**src/rtl/sysdiv_pkg.sv**
```systemverilog
package sysdiv_pkg;
  localparam int unsigned REG_W    = 32;
  localparam int unsigned CODE_LSB = 23;
  localparam int unsigned USE_BIT  = 22;
  localparam int unsigned RSVD_BIT = 21;
  localparam int unsigned PWM_BIT  = 20;
endpackage

```
**src/rtl/sysdiv_cfg_reg.sv**
```systemverilog
module sysdiv_cfg_reg
  import sysdiv_pkg::*;
#(
  parameter int unsigned CODE_W   = 4,
  parameter int unsigned MIN_CODE = 3
) (
  input  logic              clk_i,
  input  logic              rst_ni,
  input  logic              bypass_i,
  input  logic              wr_en_i,
  input  logic [REG_W-1:0]  wr_data_i,
  output logic [REG_W-1:0]  rd_data_o,
  output logic [CODE_W-1:0] eff_code_o,
  output logic              active_o,
  output logic              pwm_en_o
);
  localparam logic [CODE_W-1:0] MinCode  = CODE_W'(MIN_CODE);
  localparam logic [CODE_W-1:0] ResetCode = '1;

  logic [CODE_W-1:0] code_q;
  logic              use_q;
  logic              pwm_q;

  always_ff @(posedge clk_i or negedge rst_ni) begin
    if (!rst_ni) begin
      code_q <= ResetCode;
      use_q  <= 1'b1;
      pwm_q  <= 1'b0;
    end else if (wr_en_i) begin
      code_q <= wr_data_i[CODE_LSB +: CODE_W];
      use_q  <= wr_data_i[USE_BIT];
      pwm_q  <= wr_data_i[PWM_BIT];
    end
  end

  // clamp only while PLL sources the clock; stored value is kept as written
  always_comb begin
    eff_code_o = code_q;
    if (!bypass_i && code_q < MinCode) eff_code_o = MinCode;
  end

  assign active_o = use_q | ~bypass_i;
  assign pwm_en_o = pwm_q;

  always_comb begin
    rd_data_o                        = '0;
    rd_data_o[CODE_LSB +: CODE_W]    = eff_code_o;
    rd_data_o[USE_BIT]               = use_q;
    rd_data_o[PWM_BIT]               = pwm_q;
  end
endmodule

```
**src/rtl/sysdiv_counter.sv**
```systemverilog
module sysdiv_counter #(
  parameter int unsigned CODE_W = 4
) (
  input  logic              clk_i,
  input  logic              rst_ni,
  input  logic              active_i,
  input  logic [CODE_W-1:0] code_i,
  output logic              en_o,
  output logic              sys_clk_o
);
  localparam int unsigned CNT_W = CODE_W + 1;

  logic [CNT_W-1:0]  cnt_q;
  logic [CODE_W-1:0] cur_q;
  logic              tc;

  // divisor 2*(code+1): terminal count is 2*code+1
  assign tc = (cnt_q == {cur_q, 1'b1});

  always_ff @(posedge clk_i or negedge rst_ni) begin
    if (!rst_ni) begin
      cnt_q <= '0;
      cur_q <= '1;
    end else if (!active_i || tc) begin
      cnt_q <= '0;
      cur_q <= code_i;
    end else begin
      cnt_q <= cnt_q + 1'b1;
    end
  end

  assign en_o      = ~active_i | tc;
  assign sys_clk_o = active_i & (cnt_q <= {1'b0, cur_q});

  assert_step_R8: assert property (@(posedge clk_i) disable iff (!rst_ni)
    (active_i && !tc) |=> cnt_q == $past(cnt_q) + 1'b1);

  assert_hold_R8: assert property (@(posedge clk_i) disable iff (!rst_ni)
    (active_i && !tc) |=> $stable(cur_q));

  assert_no_b2b_R2: assert property (@(posedge clk_i) disable iff (!rst_ni)
    (active_i && en_o) |=> (!active_i || !en_o));
endmodule

```
**src/rtl/sysclk_div_ctrl.sv**
```systemverilog
module sysclk_div_ctrl
  import sysdiv_pkg::*;
#(
  parameter int unsigned CODE_W   = 4,
  parameter int unsigned MIN_CODE = 3
) (
  input  logic        clk_i,
  input  logic        rst_ni,
  input  logic        bypass_i,
  input  logic        wr_en_i,
  input  logic [31:0] wr_data_i,
  output logic [31:0] rd_data_o,
  output logic        sys_en_o,
  output logic        sys_clk_o,
  output logic        pwm_div_en_o
);
  logic [CODE_W-1:0] eff_code;
  logic              active;

  sysdiv_cfg_reg #(.CODE_W(CODE_W), .MIN_CODE(MIN_CODE)) i_cfg (
    .clk_i      (clk_i),
    .rst_ni     (rst_ni),
    .bypass_i   (bypass_i),
    .wr_en_i    (wr_en_i),
    .wr_data_i  (wr_data_i),
    .rd_data_o  (rd_data_o),
    .eff_code_o (eff_code),
    .active_o   (active),
    .pwm_en_o   (pwm_div_en_o)
  );

  sysdiv_counter #(.CODE_W(CODE_W)) i_cnt (
    .clk_i     (clk_i),
    .rst_ni    (rst_ni),
    .active_i  (active),
    .code_i    (eff_code),
    .en_o      (sys_en_o),
    .sys_clk_o (sys_clk_o)
  );

  assert_clamp_R4: assert property (@(posedge clk_i) disable iff (!rst_ni)
    !bypass_i |-> rd_data_o[CODE_LSB +: CODE_W] >= CODE_W'(MIN_CODE));

  assert_full_rate_R7: assert property (@(posedge clk_i) disable iff (!rst_ni)
    (bypass_i && !rd_data_o[USE_BIT]) |-> (sys_en_o && !sys_clk_o));
endmodule

```
**config.mk**
```make
export PLATFORM = sky130hd
export DESIGN_NAME = sysclk_div_ctrl
export DESIGN_NICKNAME = d
export VERILOG_FILES = /design/src/rtl/sysdiv_pkg.sv /design/src/rtl/sysdiv_cfg_reg.sv /design/src/rtl/sysdiv_counter.sv /design/src/rtl/sysclk_div_ctrl.sv
export SDC_FILE = /design/constraint.sdc
export NUM_CORES = 1
export LEC_CHECK = 0
export ABC_AREA = 1
export CORE_MARGIN = 2
export CORE_UTILIZATION = 35
export CTS_CLUSTER_SIZE = 10
export DETAILED_ROUTE_END_ITERATION = 16
export PLACE_DENSITY = 0.79
export SLEW_MARGIN = 20
export SYNTH_ARGS = -nofsm -noshare
export SYNTH_HDL_FRONTEND = slang
export SYNTH_SLANG_ARGS = --single-unit
```
**constraint.sdc**
```tcl
create_clock -name clk_i -period 2.14 [get_ports clk_i]
set_clock_uncertainty 0.05 [all_clocks]
set_input_delay 0.642 -clock clk_i [delete_from_list [all_inputs] [get_ports clk_i]]
set_output_delay 0.642 -clock clk_i [all_outputs]
set_load 0.05 [all_outputs]
```
==> impl_metrics.py <==
metrics = {
    "logic_synthesis": {
        "synthTopCellsByArea": "dfstp_2 22%, buf_4 20%, dfrtp_1 14%",
        "synth_edf_count": 0,
        "synth-seq-area-share": 0.365,
        "synth.distinct_cells": 25,
        "synth-main-ff-cell": "dfstp_2",
        "synth_common_cells": "28 x buf_4, 18 x nand2_1, 14 x inv_1, 9 x dfstp_2, 9 x nor2_1",
        "yosysWarnings": 0,
        "synth.top_cell.area_share": 0.223,
        "synth_seq_cells": 15,
        "avgSynthCellArea_um2": 8.61,
        "synth_area_leader_cell": "dfstp_2",
        "yosys.cell_count.top_type": "buf_4",
        "synthCells": 123,
        "synth_area_um2": 1060,
        "synthArstFlopShare": 1.00,
    },
    "place": {
        "place_inst": 177,
        "dp_slack_ns": -0.221,
        "place_congestion": 0.820,
        "hpwl_um": 1540,
        "io_buffers": 18,
    },
    "min_path": {
        "hold_end": "i_cnt.cur_q[2]",
        "hp-start": "i_cfg.code_q[2]",
        "hold_depth": 2,
        "holdCritPathClass": "register to register",
    },
    "floorplanning": {
        "coreArea_um2": 2810,
        "initial_utilization": 0.377,
        "num_rows": 19,
        "die_y_um": 59.0,
        "ioPinCount": 71,
        "die_w_um": 59.0,
        "die-area_um2": 3480,
    },
    "drt": {
        "dr.pass1.iters": 4,
        "vias": 778,
        "drtAntennaViolNets": 0,
        "routed_wirelength_um": 1910,
        "vias_per_cell": 4.23,
        "avgRoutedWirePerCell_um": 10.4,
        "drc": 0,
        "drt_first_iter_violations": 3,
    },
    "layout": {
        "drive_gt1_frac": 0.386,
        "multi_input_area_um2": 554,
        "regArea_um2": 387,
        "num-fill-cells": 259,
        "final_nets": 195,
        "fin_cells": 184,
        "syn2layout_area_growth_pct": 32.0,
        "antenna_cells": 0,
    },
    "global_routing": {
        "antenna_found_initial": 0,
        "grtUsageTotal": 0.120,
        "overflow": 0,
        "grt_pass1_vias": 735,
        "grt_start_max_net_pins": 16,
        "grt_pass1_wl_um": 3180,
    },
    "clock_network": {
        "cts.sinks": 15,
        "ctsHoldBuffers": 0,
        "cts_buffer_depth": 2,
        "cts.root.buffer_cell": "clkbuf_4",
        "clk_latency_ns": 0.27,
        "clkTransAtPathRegs_ns": 0.08,
        "htreeDepth": 1,
        "cts_tree": "yes",
        "numCtsBuffers": 3,
    },
    "setup_path": {
        "rrSetupSlack_ns": 0.69,
        "slowest_stage": "dfstp_2",
        "timing.rr.end": "i_cnt.cur_q[1]",
        "r2r-start": "i_cnt.cnt_q[2]",
        "cp_top_family": "flip-flops",
        "path_buf_inv": 3,
        "cp_num_cells": 8,
        "cpMostUsedCell": "inv_1",
        "crit_path_end_kind": "primary output",
        "r2r.worst_path.cells": 9,
        "crit_path_start_kind": "register",
        "worstPathArrival_ns": 1.75,
        "cp_max_fo": 3,
        "critical_path_class": "register to primary output",
        "slowest_delay_ns": 0.55,
        "critPathRequiredTime_ns": 1.45,
        "cp_cell_sequence": "inv_1 -> ha_4 -> nand2_1 -> inv_1 -> o21ai_1 -> nand3_1 -> a21oi_4 -> buf_6",
    },
    "run_status": {
        "status": "finished with violations",
        "violations": "setup timing",
    },
    "timing": {
        "finalSetupViolCount": 1,
        "fin_crit_sh": 1.14,
        "hold_viol": 0,
        "min_period_ns": 2.44,
        "tns_ns": -0.298,
        "fmax_mhz": 410,
        "maxSlewViolCount": 0,
        "fin_ws_ns": -0.298,
        "rsz0062_at_grt": "true",
    },
    "run": {
        "cap_violations": 0,
    },
    "power": {
        "p_per_area_nw_per_um2": 1240,
        "p_leak_uw": 0.000701,
        "vdd.ir_drop.worst_v": 0.000483,
    },
}
worst max-delay path by stage:
stage                         from         to  slack [ns]
finish              i_cnt.cur_q[2]  sys_clk_o       -0.30
global placement          bypass_i  sys_clk_o       -0.20
floorplan           i_cnt.cur_q[3]  sys_clk_o      -0.008
global route        i_cnt.cur_q[2]  sys_clk_o       -0.41
CTS                 i_cnt.cur_q[3]  sys_clk_o       -0.35
detailed placement        bypass_i  sys_clk_o       -0.22
per-layer routing:
metal	vias to the layer above	wire [um]	global-route usage
met5	-	0	0
met3	2	97	0.0197
li1	387	-	-
met2	29	1050	0.216
met1	360	760	0.140
met4	0	7	0.0487
timing repair:
| item | CTS | global route |
|---|---|---|
| setup buffers | 3 | 2 |
| setup endpoints to repair | 4 | 4 |
| gates resized for setup | 7 | 7 |
| pin swaps | 8 | 6 |
cells in the final DEF, fill, tap and decap left out, types with 2 or more instances in the layout:
cell / Yosys / layout
ha_1: 5 / 3
nand4_1: 2 / 2
nand3_1: 7 / 7
conb_1: 1 / 26
buf_4: 28 / 15
nand2_1: 18 / 16
nor2_1: 9 / 7
mux2_2: 4 / 4
inv_1: 14 / 11
o21ai_2: 1 / 2
dfstp_2: 9 / 9
o21ai_0: 4 / 2
buf_12: 0 / 5
clkdlybuf4s50_1: 0 / 8
xor2_1: 3 / 2
nand2_2: 1 / 3
inv_2: 1 / 4
nor2_4: 1 / 2
ha_4: 0 / 2
clkbuf_4: 0 / 3
dfrtp_1: 6 / 6
buf_6: 0 / 3
tightest hold or removal path: stages, from the launching register on:
cell and delay [ns]:
dfstp_2 0.40, nand2_1 0.07, nand2_1 0.04
final cells by class:
class,count,share of cell area
Sequential cell,15,0.277
Clock buffer,4,0.0188
Tap cell,31,0.0278
Multi-Input combinational cell,87,0.397
Inverter,15,0.0403
Timing Repair Buffer,32,0.240
state kept, by name (all words and copies together) (netlist names):
signal,cells
i_cfg.code_q,4
i_cfg.pwm_en_o,1
i_cfg.use_q,1
i_cnt.cnt_q,5
i_cnt.cur_q,4
metrics by stage:
| step | area, um^2 | hold WS [ns] | util | total power (uW) |
|---|---|---|---|---|
| final | 1400 | 0.461 | 0.498 | 1730 |
| after global routing | 1400 | 0.481 | 0.498 | 1870 |
| after CTS | 1370 | 0.465 | 0.489 | 1720 |
| after detailed placement | 1310 | 0.447 | 0.467 | 1510 |
| after global placement | 1310 | 0.442 | 0.467 | 1460 |
| after floorplan | 1190 | 0.296 | - | 1230 |
cell families after synthesis:
kind of cell / after synthesis / synth area share
DFF: 15 / 0.365
adders and majority gates: 5 / 0.0591
buffers and inverters: 46 / 0.264
other: 1 / 0.00354
muxes: 4 / 0.0426
AOI/OAI and AO/OA: 6 / 0.0319
and+or+nand+nor: 42 / 0.201
xor gates and xnor gates: 4 / 0.0331
report_power, final:
group	internal (uW)	switching [uW]
Sequential	396	82.2
Clock	72.2	81.3
Combinational	458	643
Note: power is estimated with default switching activity, not from simulation.
